--- src/rtl/io_chan_pkg.sv ---
package io_chan_pkg;
    typedef enum logic {
        ST_DETACHED = 1'b0,
        ST_ATTACHED = 1'b1
    } att_state_t;

    typedef enum logic [1:0] {
        XF_NONE = 2'd0,
        XF_IN   = 2'd1,
        XF_OUT  = 2'd2
    } xfer_kind_t;
endpackage

--- src/rtl/io_sel_reg.sv ---
module io_sel_reg #(
    parameter int SELW = 4
) (
    input  logic            clk,
    input  logic            rst_n,
    input  logic            halted,
    input  logic            sw_we,
    input  logic [SELW-1:0] sw_val,
    input  logic            con_we,
    input  logic [SELW-1:0] con_val,
    output logic [SELW-1:0] sel_q,
    output logic            sel_load
);
    logic            con_ok;
    logic [SELW-1:0] sel_d;

    always_comb begin
        con_ok   = con_we && halted;
        sel_load = con_ok || sw_we;
        sel_d    = sel_q;
        if (con_ok)
            sel_d = con_val;
        else if (sw_we)
            sel_d = sw_val;
    end

    always_ff @(posedge clk) begin
        if (!rst_n)
            sel_q <= '0;
        else
            sel_q <= sel_d;
    end

    AST_CON_IGNORED_RUNNING: assert property (@(posedge clk) disable iff (!rst_n)
        (con_we && !halted && !sw_we) |=> $stable(sel_q));
    AST_SW_LOADS: assert property (@(posedge clk) disable iff (!rst_n)
        (sw_we && !(con_we && halted)) |=> (sel_q == $past(sw_val)));
    AST_CON_LOADS_HALTED: assert property (@(posedge clk) disable iff (!rst_n)
        (con_we && halted) |=> (sel_q == $past(con_val)));
endmodule

--- src/rtl/io_xfer_path.sv ---
module io_xfer_path
    import io_chan_pkg::*;
#(
    parameter int NCH  = 16,
    parameter int DW   = 12,
    parameter int AW   = 12,
    parameter int SELW = 4
) (
    input  logic              clk,
    input  logic              rst_n,
    input  logic [SELW-1:0]   sel,
    input  logic              in_stb,
    input  logic              out_stb,
    input  logic [AW-1:0]     ptr_addr,
    input  logic [DW-1:0]     mem_rdata,
    input  logic [NCH*DW-1:0] ch_rdata,
    output logic [AW-1:0]     mem_addr,
    output logic [DW-1:0]     mem_wdata,
    output logic              mem_we,
    output logic              mem_re,
    output logic [DW-1:0]     ch_wdata,
    output logic [NCH-1:0]    ch_wr,
    output logic [NCH-1:0]    ch_rd
);
    xfer_kind_t     kind;
    logic [NCH-1:0] sel_hit;

    always_comb begin
        if (in_stb)
            kind = XF_IN;
        else if (out_stb)
            kind = XF_OUT;
        else
            kind = XF_NONE;
    end

    always_comb begin
        mem_addr  = ptr_addr;
        mem_wdata = ch_rdata[sel*DW +: DW];
        ch_wdata  = mem_rdata;
        mem_we    = 1'b0;
        mem_re    = 1'b0;
        unique case (kind)
            XF_IN:   mem_we = 1'b1;
            XF_OUT:  mem_re = 1'b1;
            XF_NONE: ;
            default: ;
        endcase
    end

    for (genvar g = 0; g < NCH; g++) begin : g_chan
        assign sel_hit[g] = (sel == SELW'(g));
        assign ch_rd[g]   = sel_hit[g] && (kind == XF_IN);
        assign ch_wr[g]   = sel_hit[g] && (kind == XF_OUT);
    end

    AST_STROBE_EXCL: assert property (@(posedge clk) disable iff (!rst_n)
        !(mem_we && mem_re));
    AST_QUIET_IDLE: assert property (@(posedge clk) disable iff (!rst_n)
        (!in_stb && !out_stb) |-> (!mem_we && !mem_re && ch_wr == '0 && ch_rd == '0));
    AST_ONE_ACK: assert property (@(posedge clk) disable iff (!rst_n)
        $onehot0(ch_rd | ch_wr));
endmodule

--- src/rtl/io_irq_merge.sv ---
module io_irq_merge #(
    parameter int NCH  = 16,
    parameter int SELW = 4
) (
    input  logic            clk,
    input  logic            rst_n,
    input  logic [NCH-1:0]  ch_irq,
    output logic            cpu_irq,
    output logic [SELW-1:0] irq_code
);
    always_comb begin
        cpu_irq  = |ch_irq;
        irq_code = '0;
        for (int i = NCH - 1; i >= 0; i--) begin
            if (ch_irq[i])
                irq_code = SELW'(i);
        end
    end

    AST_IRQ_CODE_PENDING: assert property (@(posedge clk) disable iff (!rst_n)
        cpu_irq |-> ch_irq[irq_code]);
    AST_IRQ_CODE_LOWEST: assert property (@(posedge clk) disable iff (!rst_n)
        (ch_irq != '0) |-> ((ch_irq & ((NCH'(1) << irq_code) - NCH'(1))) == '0));
endmodule

--- src/rtl/io_chan_sel.sv ---
module io_chan_sel
    import io_chan_pkg::*;
#(
    parameter int NCH  = 16,
    parameter int DW   = 12,
    parameter int AW   = 12,
    parameter int SELW = $clog2(NCH)
) (
    input  logic              clk,
    input  logic              rst_n,
    input  logic              halted,
    input  logic              sw_sel_we,
    input  logic [SELW-1:0]   sw_sel_val,
    input  logic              con_sel_we,
    input  logic [SELW-1:0]   con_sel_val,
    input  logic              in_stb,
    input  logic              out_stb,
    input  logic [AW-1:0]     ptr_addr,
    input  logic [DW-1:0]     mem_rdata,
    input  logic [NCH*DW-1:0] ch_rdata,
    input  logic [NCH-1:0]    ch_irq,
    output logic [AW-1:0]     mem_addr,
    output logic [DW-1:0]     mem_wdata,
    output logic              mem_we,
    output logic              mem_re,
    output logic [DW-1:0]     ch_wdata,
    output logic [NCH-1:0]    ch_wr,
    output logic [NCH-1:0]    ch_rd,
    output logic [NCH-1:0]    ch_drv_en,
    output logic [SELW-1:0]   sel_cur,
    output logic              cpu_irq,
    output logic [SELW-1:0]   irq_code
);
    att_state_t state_q, state_d;
    logic       sel_load;
    logic       any_stb;

    io_sel_reg #(.SELW(SELW)) u_sel (
        .clk      (clk),
        .rst_n    (rst_n),
        .halted   (halted),
        .sw_we    (sw_sel_we),
        .sw_val   (sw_sel_val),
        .con_we   (con_sel_we),
        .con_val  (con_sel_val),
        .sel_q    (sel_cur),
        .sel_load (sel_load)
    );

    io_xfer_path #(.NCH(NCH), .DW(DW), .AW(AW), .SELW(SELW)) u_xfer (
        .clk       (clk),
        .rst_n     (rst_n),
        .sel       (sel_cur),
        .in_stb    (in_stb),
        .out_stb   (out_stb),
        .ptr_addr  (ptr_addr),
        .mem_rdata (mem_rdata),
        .ch_rdata  (ch_rdata),
        .mem_addr  (mem_addr),
        .mem_wdata (mem_wdata),
        .mem_we    (mem_we),
        .mem_re    (mem_re),
        .ch_wdata  (ch_wdata),
        .ch_wr     (ch_wr),
        .ch_rd     (ch_rd)
    );

    io_irq_merge #(.NCH(NCH), .SELW(SELW)) u_irq (
        .clk      (clk),
        .rst_n    (rst_n),
        .ch_irq   (ch_irq),
        .cpu_irq  (cpu_irq),
        .irq_code (irq_code)
    );

    assign any_stb = in_stb || out_stb;

    // Next-state: a selector load always detaches; a strobe attaches.
    always_comb begin
        state_d = state_q;
        unique case (state_q)
            ST_DETACHED: if (!sel_load && any_stb) state_d = ST_ATTACHED;
            ST_ATTACHED: if (sel_load)             state_d = ST_DETACHED;
            default:     state_d = ST_DETACHED;
        endcase
    end

    always_ff @(posedge clk) begin
        if (!rst_n)
            state_q <= ST_DETACHED;
        else
            state_q <= state_d;
    end

    // Outputs: driver enable follows the state and the current selection.
    always_comb begin
        ch_drv_en = '0;
        unique case (state_q)
            ST_ATTACHED: ch_drv_en = NCH'(1) << sel_cur;
            ST_DETACHED: ch_drv_en = '0;
            default:     ch_drv_en = '0;
        endcase
    end

    AST_DRV_ONEHOT0: assert property (@(posedge clk) disable iff (!rst_n)
        $onehot0(ch_drv_en));
    AST_RESELECT_DETACH: assert property (@(posedge clk) disable iff (!rst_n)
        sel_load |=> (ch_drv_en == '0));
    AST_STROBE_ATTACH: assert property (@(posedge clk) disable iff (!rst_n)
        (any_stb && !sel_load) |=> (ch_drv_en != '0));
endmodule

--- config.mk ---
export PLATFORM = sky130hd
export DESIGN_NAME = io_chan_sel
export DESIGN_NICKNAME = d
export VERILOG_FILES = /design/src/rtl/io_chan_pkg.sv /design/src/rtl/io_sel_reg.sv /design/src/rtl/io_xfer_path.sv /design/src/rtl/io_irq_merge.sv /design/src/rtl/io_chan_sel.sv
export SDC_FILE = /design/constraint.sdc
export NUM_CORES = 1
export LEC_CHECK = 0
export BUFFER_PORTS_ARGS = -buffer_cell sky130_fd_sc_hd__buf_2
export CORE_AREA = 2 2 134 136
export CTS_CLUSTER_DIAMETER = 30
export CTS_CLUSTER_SIZE = 16
export DETAILED_ROUTE_END_ITERATION = 7
export DIE_AREA = 0 0 136 138
export GPL_TIMING_DRIVEN = 1
export HOLD_SLACK_MARGIN = 0.08
export PLACE_DENSITY = 0.44
export SLEW_MARGIN = 10
export SYNTH_ARGS = -nofsm -noshare
export SYNTH_HDL_FRONTEND = slang
export SYNTH_SLANG_ARGS = --single-unit
export TNS_END_PERCENT = 10
--- constraint.sdc ---
create_clock -name clk -period 2.12 [get_ports clk]
set_input_delay 0.106 -clock clk [delete_from_list [all_inputs] [get_ports clk]]
set_output_delay 0.106 -clock clk [all_outputs]
set_load 0.05 [all_outputs]
Yosys cells after proc, flatten, opt, wreduce, memory -nomap -nowiden
Index checks and enable logic that the tools add are counted.
{"block": "classes", "shifts": 2, "eq_ne": 17, "n_reduce_logical": 40, "bitwise": 1, "mux": 26, "n_mul": 1}
{"op": "$shiftx 192x9->12", "count": 1}
{"op": "$mux 4", "count": 18}
{"op": "$logic_and 1x1->1", "count": 34}
{"op": "$eq 4x4->1 const B", "count": 8}
{"op": "$pmux 16 s2", "count": 1}
{"op": "$eq 4x3->1 const B", "count": 4}
{"op": "$reduce_or 16->1", "count": 1}
{"op": "$shl 1x4->16 const A", "count": 1}
{"op": "$eq 4x2->1 const B", "count": 2}
{"op": "$mul 4x2->6 const B", "count": 1}
{"op": "$eq 4x1->1 const B", "count": 1}
{"op": "$logic_not 4->1", "count": 1}
{"op": "$mux 1", "count": 4}
{"op": "$mux 2", "count": 2}
{"op": "$eq 2x1->1 const B", "count": 1}
{"op": "$eq 2x2->1 const B", "count": 1}
{"op": "$logic_or 1x1->1", "count": 2}
{"op": "$pmux 1 s2", "count": 1}
{"op": "$reduce_bool 2->1", "count": 1}
{"op": "$logic_not 1->1", "count": 1}
{"op": "$not 1->1", "count": 1}
{"block": "word_totals", "out_inout_bits": 95, "regBits": 5, "in_bits": 247}

Depth between registers and ports, before layout
Gate-level depths: netlist (run 1).
{"block": "logic_depth", "ltp_word": 16, "mapped_depth": 5, "depth_no_buf": 4}

Modules after synthesis
Synthesis (run 1) repeated with hierarchy kept, for this count alone.
{"block": "unflattened", "hier_cells": 257, "area_unflattened_um2": 2506.2}
{"module": "io_xfer_path", "cells_each": 179, "area_each_um2": 1969.4, "n_inst": 1}
{"module": "io_sel_reg", "cells_each": 18, "area_each_um2": 207.7, "n_inst": 1}
{"module": "io_irq_merge", "cells_each": 34, "area_each_um2": 176.4, "n_inst": 1}
{"module": "io_chan_sel", "cells_each": 26, "area_each_um2": 152.6, "n_inst": 1}

Worst setup path before layout (run 1)
OpenSTA, ideal clock, no wires.
{"block": "synth_path", "path_type": "register to output", "from": "register u_sel.sel_q[0]", "to": "output port ch_wr[13]", "t_required_ns": 2.014, "n_path_buf": 2, "stages_incl_launch_ff": 6, "arrival_ns": 2.124, "setup_slack_ns": -0.110, "path_cell_list": "dfxtp_1 > buf_6 > buf_2 > nor2b_1 > nand2_1 > nor2_1"}
{"block": "synth_via", "elab_chain_len": 2}
{"element": "start: declaration", "line_no": "io_sel_reg.sv:11", "source": "output logic [SELW-1:0] sel_q,"}
{"element": "start signal: assignment", "line_no": "io_sel_reg.sv:31", "source": "sel_q <= sel_d;"}
{"element": "$eq 4x4->1", "line_no": "io_xfer_path.sv:52", "source": "assign sel_hit[g] = (sel == SELW'(g));"}
{"element": "$logic_and 1x1->1", "line_no": "io_xfer_path.sv:54", "source": "assign ch_wr[g] = sel_hit[g] && (kind == XF_OUT);"}
{"element": "end: declaration", "line_no": "io_chan_sel.sv:27", "source": "output logic [NCH-1:0] ch_wr,"}
Every way passes these cells.

Worst setup path in the final report (run 1)
{"block": "layout_path", "from": "register u_sel.sel_q[0]", "to": "output port mem_wdata[11]"}
{"block": "layout_via", "elab_chain_len": 2}
{"element": "$mul 4x2->6", "line_no": "io_xfer_path.sv:39", "source": "mem_wdata = ch_rdata[sel*DW +: DW];"}
{"element": "$shiftx 192x9->12", "line_no": "io_xfer_path.sv:39"}
{"element": "end: declaration", "line_no": "io_chan_sel.sv:23", "source": "output logic [DW-1:0] mem_wdata,"}
Every way passes these cells.

==> flow_metrics.tcl, run 1 <==
set metrics [dict create \
    die-width_um 136 \
    report.final.slew_viol_count 0 \
    slew-limit-headroom_pct 55.5 \
    cts_sinks 5 \
    cp_top_family "multiplexers" \
    p_int_mw 0.825 \
    seq_area_frac_synth_pct 4.20 \
    finClkSkew_ns 0 \
    areaGrowthSynthToFinish_pct 71.6 \
    arrival_ns 1.96 \
    avgSynthCellArea_um2 9.34 \
    grt_pass1_vias 3405 \
    grt_use_total_pct 12.8 \
    p_seq_share_pct 8.0 \
    peakVddDrop_mv 0.256 \
    ios 342 \
    fin_crit_ns 2.06 \
    drc 0 \
    final_cell_mix "buf_2, nor2_1, nand2_1" \
    switchingPower_mw 0.685 \
    synthDistinctLibCells 32 \
    antenna_found_initial 3 \
    final_common_cell "buf_2" \
    power.total_mw 1.51 \
    worst_slew_pin_slew_ns 0.667 \
    p_comb_share_pct 71.5 \
    hold_path.class "in -> reg" \
    crit_fanout 17 \
    status "finished clean" \
    end_kind "output port" \
    place_inst 742 \
    cts_made_buffers 3 \
    syn-cell-area_mm2 0.00238 \
    hold_violations 0 \
    power.density_mw_per_mm2 370 \
    holdBufCountCts 0 \
    critPathSlowestCell "mux4_2" \
    htree_levels 1 \
    drive_gt1_share_pct 67.2 \
    setup_viol 0 \
    path_class "reg -> out" \
    gp_congestion 0.834 \
    met2_usage_pct 23.9 \
    ys_warn_count 0 \
    max-cap-violations 0 \
    path_clk_slew_ns 0.03 \
    fin_crit_sh_pct 97.4 \
    switching_share_pct 45.3 \
    gr-total-overflow 0 \
    start_kind "flip-flop" \
    nNetsFinal 766 \
    vias_per_cell 4.36 \
    max_freq_mhz 484 \
    ys_ff_latch 5 \
    via_count 3264 \
    drtIter0Drc 135 \
    clockPowerShare_pct 20.4 \
    syn-num-nets 502 \
    required_ns 2.01 \
    grt_pass1_wl_um 18600 \
    p_leak_nw 2.08 \
    drt_wl_total_um 13100 \
    port_buffers 293 \
    start_util_pct 13.6 \
    worstSkewPairLatency_ns 0.23 \
    grt_use_met3_pct 3.19 \
    die-area_mm2 0.0188 \
    grt-busiest-layer "met2" \
    ant_nets 0 \
    tns_ns 0 \
    coreArea_mm2 0.0175 \
    die_h_um 138 \
    clockRootBuffer "clkbuf_16" \
    firstDrtPassIters 4 \
    synth_cells 255 \
    dp_hpwl_um 11300 \
    path_cells "buf_12, mux4_2, a22oi_1, nand2_1, buf_2" \
    crit_buf_inv 2 \
    post_cts_buffers 0 \
    cpPeakStageDelay_ns 0.51 \
    grt_use_met1_pct 14.7 \
    rows 49 \
    routedWlPerCell_um 17.6 \
    clk_path_buf_depth 2 \
    cts_tree "done" \
    grt_max_degree 40 \
    stdcell_count 748 \
]
-- path summary, 6_finish.rpt --
check / end / slack [ns] / from / depth (start not counted)
min: u_sel.sel_q[3] / 0.14 / con_sel_val[3] / 2
min reg2reg: state_q / 0.67 / state_q / 2
max: mem_wdata[11] / 0.06 / u_sel.sel_q[0] / 5
max reg2reg: u_sel.sel_q[1] / 1.02 / u_sel.sel_q[1] / 4
-- synthesized netlist by cell type, drive strengths merged --
| cell type | instances | area share, % |
|---|---|---|
| o221ai | 1 | 0.37 |
| nor3b | 1 | 0.32 |
| a21oi | 4 | 0.84 |
| nor4bb | 1 | 0.42 |
| nor2 | 60 | 9.5 |
| a22oi | 24 | 7.6 |
| nor2b | 6 | 1.6 |
| o21ai | 1 | 0.21 |
| mux4 | 48 | 48 |
| or2 | 1 | 0.26 |
| clkbuf | 10 | 1.6 |
| dfxtp | 5 | 4.2 |
| buf | 36 | 12 |
| nor4 | 1 | 0.26 |
| a211oi | 1 | 0.32 |
| inv | 3 | 0.47 |
| o31ai | 1 | 0.32 |
| and2 | 1 | 0.26 |
| nand3 | 4 | 0.84 |
| o211a | 4 | 1.7 |
| mux2i | 4 | 1.7 |
| nand2 | 31 | 4.9 |
| nor3 | 2 | 0.42 |
| nand4 | 1 | 0.26 |
| nand2b | 2 | 0.53 |
| o32ai | 1 | 0.37 |
| o21a | 1 | 0.32 |
-- layer usage --
layer / up-vias / share of wire, % / wire (um)
li1: 1497 / - / -
met1: 1547 / 37 / 4910
met2: 196 / 52 / 6810
met3: 20 / 9.5 / 1250
met4: 4 / 1.1 / 149
met5: - / 0.18 / 24
-- registers in the layout, indices dropped and copies added, names as in the netlist --
name	cells
u_sel.sel_q	4
state_q	1
-- power by group through the flow --
stage          clock (mW)  sequential [mW]  combinational [mW]
5_1_grt             0.318            0.124                1.15
6_report            0.309            0.121                1.08
3_3_place_gp            0            0.121                1.07
4_1_cts             0.315            0.120                1.07
3_5_place_dp            0            0.122                1.06
2_1_floorplan           0            0.132               0.786
-- worst register-to-register path: cells and delay by family, from the launching register on --
family	cells	cell delay, ns
flops	1	0.52
mux	1	0.08
compound gates	1	0.16
simple gates	1	0.07
buf+inv	1	0.21
-- stage by stage --
stage | hold WS (ns) | worst slack [ns] | cell area (um2) | util [%]
2_1_floorplan | 0.239 | -0.110 | 2380 | -
3_3_place_gp | 0.212 | 0.188 | 3940 | 22.5
3_5_place_dp | 0.212 | 0.196 | 3940 | 22.5
4_1_cts | 0.132 | -0.0155 | 4030 | 23.0
5_1_grt | 0.144 | -0.00238 | 4080 | 23.3
6_report | 0.135 | 0.0553 | 4090 | 23.3
-- cells by family (layout without fill, tap and decap cells) --
group | count (synthesis) | count (layout) | share of synthesized area [%]
muxes | 52 | 52 | 49.9
AOI/OAI and AO/OA | 38 | 38 | 12.0
buffers and inverters | 49 | 312 | 14.4
other | 0 | 1 | 0
and+or+nand+nor | 111 | 111 | 19.5
DFF | 5 | 5 | 4.20
-- area by class of cell --
cell class,count,area (um2)
Multi-Input combinational cell,201,1970
Clock buffer,4,78.8
Timing Repair Buffer,305,1630
Sequential cell,5,108
Fill cell,2007,13400
Tap cell,229,287
Inverter,3,11.3
Antenna cell,1,2.50
-- timing repair --
action | 4_1_cts | 5_1_grt
gates resized for setup | 2 | 6
setup endpoints to repair | 4 | 11
gates cloned | 0 | 1
Power figures use the tool's default switching activity.
==> run 2, diff against run 1 <==
Settings changed: ABC_AREA set to 1, CORE_AREA 2 2 134 136 to 2 2 132 134, DIE_AREA 0 0 136 138 to 0 0 134 136, SLEW_MARGIN 10 to unset.
==> flow_metrics.tcl, run 2 <==
set metrics [dict create \
    die-width_um 134 \
    drc 0 \
    cpPeakStageDelay_ns 0.40 \
    ios 342 \
    routedWlPerCell_um 16.4 \
    grt_pass1_vias 3666 \
    grt_max_degree 38 \
    avgSynthCellArea_um2 5.42 \
    hold_violations 0 \
    required_ns 2.01 \
    firstDrtPassIters 4 \
    clk_path_buf_depth 2 \
    crit_fanout 37 \
    p_seq_share_pct 7.4 \
    antenna_found_initial 1 \
    drt_wl_total_um 14500 \
    synthTopCellsByCount "a22oi_1, nand2_1, nor2_1" \
    grt_use_total_pct 14.7 \
    areaGrowthSynthToFinish_pct 77.2 \
    fin_area_mm2 0.00388 \
    power.density_mw_per_mm2 397 \
    cts_made_buffers 3 \
    end_kind "output port" \
    rsz0062_at_grt "no" \
    start_kind "flip-flop" \
    rows 48 \
    seq_area_frac_synth_pct 4.57 \
    htree_levels 1 \
    p_leak_nw 2.13 \
    synth_top_family_by_area "compound AO/OA/AOI/OAI gates" \
    peakVddDrop_mv 0.171 \
    final_common_cell "buf_2" \
    path_clk_slew_ns 0.03 \
    fillerInstances 2020 \
    max-cap-violations 0 \
    path_class "reg -> out" \
    ant_nets 0 \
    die_h_um 136 \
    startpoint "u_sel.sel_q[0]" \
    synth-compound-area-share_pct 44.6 \
    synth.area.top_cells "a22oi_1, nand2_1, nor2_1" \
    switchingPower_mw 0.790 \
    synth-xor-area-share_pct 0 \
    synthDistinctLibCells 23 \
    post_cts_buffers 0 \
    die-area_mm2 0.0182 \
    worst_slew_pin_slew_ns 0.517 \
    arrival_ns 1.90 \
    start_util_pct 13.0 \
    max_freq_mhz 498 \
    fin_crit_sh_pct 94.8 \
    drtIter0Drc 143 \
    nNetsFinal 910 \
    largest_reg_flops 4 \
    synthMuxAreaShare_pct 0 \
    holdBufCountCts 0 \
    cp_top_family "buffers and inverters" \
    ys_warn_count 0 \
    finClkSkew_ns 0 \
    r2r_start "state_q" \
    coreArea_mm2 0.0169 \
    cts_tree "done" \
    grt_pass1_wl_um 20400 \
    p_int_mw 0.750 \
    slew-limit-headroom_pct 65.5 \
    top_regs "u_sel.sel_q: 4 flops, state_q: 1 flops" \
    tns_ns 0 \
    dp_hpwl_um 12300 \
    final_cell_mix "buf_2, a22oi_1, nand2_1" \
    netlist.area_leader.share_pct 32.9 \
    status "finished clean" \
    synth_cells 404 \
    yosysTopAreaCell "a22oi_1" \
    critPathSlowestCell "dfxtp_2" \
    switching_share_pct 51.3 \
    dpl_cell_area_mm2 0.00379 \
    path_cells "inv_2, nor2_4, buf_12, a22oi_1, a21oi_1, o21ai_1, nand3_1, buf_2" \
    via_count 3783 \
    drive_gt1_share_pct 48.5 \
    clockRootBuffer "clkbuf_16" \
    synthAdderAreaFrac_pct 0 \
    crit_buf_inv 3 \
    hold_path.class "in -> reg" \
    min_from "sw_sel_val[0]" \
    ys_async_sr_fraction_pct 0 \
    p_comb_share_pct 72.6 \
    synthFlopType "dfxtp_1" \
    cts_sinks 5 \
    post-synth-top-count-cell "a22oi_1" \
    synth-simple-area-share_pct 31.5 \
    clockPowerShare_pct 20.0 \
    syn-cell-area_mm2 0.00219 \
    gr-total-overflow 0 \
    vias_per_cell 4.26 \
    report.final.slew_viol_count 0 \
    worstSkewPairLatency_ns 0.22 \
    syn-num-nets 651 \
    synth_edf_count 0 \
    fin_crit_ns 2.01 \
    gp_congestion 0.777 \
    setup_viol 0 \
    port_buffers 293 \
    largest-register "u_sel.sel_q" \
    ys_ff_latch 5 \
]
run 2: cell types whose count changed in the layout (fill, tap and decap cells not counted), moves of 5 or more:
cell,before,now
nor2b_1,5,0
o21ai_0,1,6
nand3_1,4,17
a21oi_1,4,29
o21ai_1,0,12
mux4_1,18,0
inv_1,3,21
mux4_2,30,0
buf_4,7,12
nand2_1,31,87
a22oi_2,5,0
a22oi_1,19,96
run 2: worst register-to-register path, delay by kind of cell, from the launching register on:
kind                   cells  cell delay, ns
buffers and inverters      1            0.37
flip-flops                 1            0.30
AO/OA/AOI/OAI              1            0.26
run 2: worst paths after layout:
path | slack, ns | depth (start not counted) | to
hold / removal | 0.12 | 3 | u_sel.sel_q[0]
setup / recovery | 0.11 | 8 | mem_wdata[0]
hold reg to reg | 0.64 | 2 | u_sel.sel_q[3]
setup reg to reg | 1.11 | 2 | state_q
run 2: routing by layer:
layer	share of wire [%]	global-route usage [%]	routed length, um
met3	7.1	2.50	1030
met2	54	29.6	7800
met1	38	16.3	5570
met4	0.83	2.19	121
met5	0	0	0
run 2: logic make-up after synthesis:
logic type	count (synthesis)
AO/OA/AOI/OAI	146
AND/OR/NAND/NOR	173
buffers and inverters	80
flip-flops	5
run 2: what timing repair did:
item | 4_1_cts | 5_1_grt
resized for setup | 2 | 2
cloned | 0 | 0
endpoints found under the hold margin | 0 | 0
endpoints found under the setup margin | 2 | 9
run 2: through the flow:
step / worst slack [ns] / utilization (%) / cells / hold WS (ns) / power, mW
after floorplan: 0.00886 / - / 404 / 0.245 / 0.887
after global placement: 0.213 / 22.5 / 883 / 0.212 / 1.25
after detailed placement: 0.197 / 22.5 / 883 / 0.212 / 1.25
after CTS: 0.00818 / 23.0 / 887 / 0.127 / 1.56
after global routing: 0.000594 / 23.0 / 887 / 0.149 / 1.66
final: 0.110 / 23.0 / 888 / 0.123 / 1.54
run 2: power groups by stage:
stage | clock network, mW | logic [mW] | registers (mW)
after floorplan | 0 | 0.754 | 0.132
after global placement | 0 | 1.13 | 0.115
after detailed placement | 0 | 1.13 | 0.115
after CTS | 0.311 | 1.14 | 0.114
after global routing | 0.321 | 1.22 | 0.116
final | 0.308 | 1.12 | 0.114
run 2: final cells by class:
type	instances	area, um2	area share, %
Tap cell	225	282	7.26
Antenna cell	1	2.50	0.0645
Inverter	26	97.6	2.52
Sequential cell	5	103	2.64
Multi-Input combinational cell	319	1680	43.4
Timing Repair Buffer	308	1630	42.1
Clock buffer	4	78.8	2.03
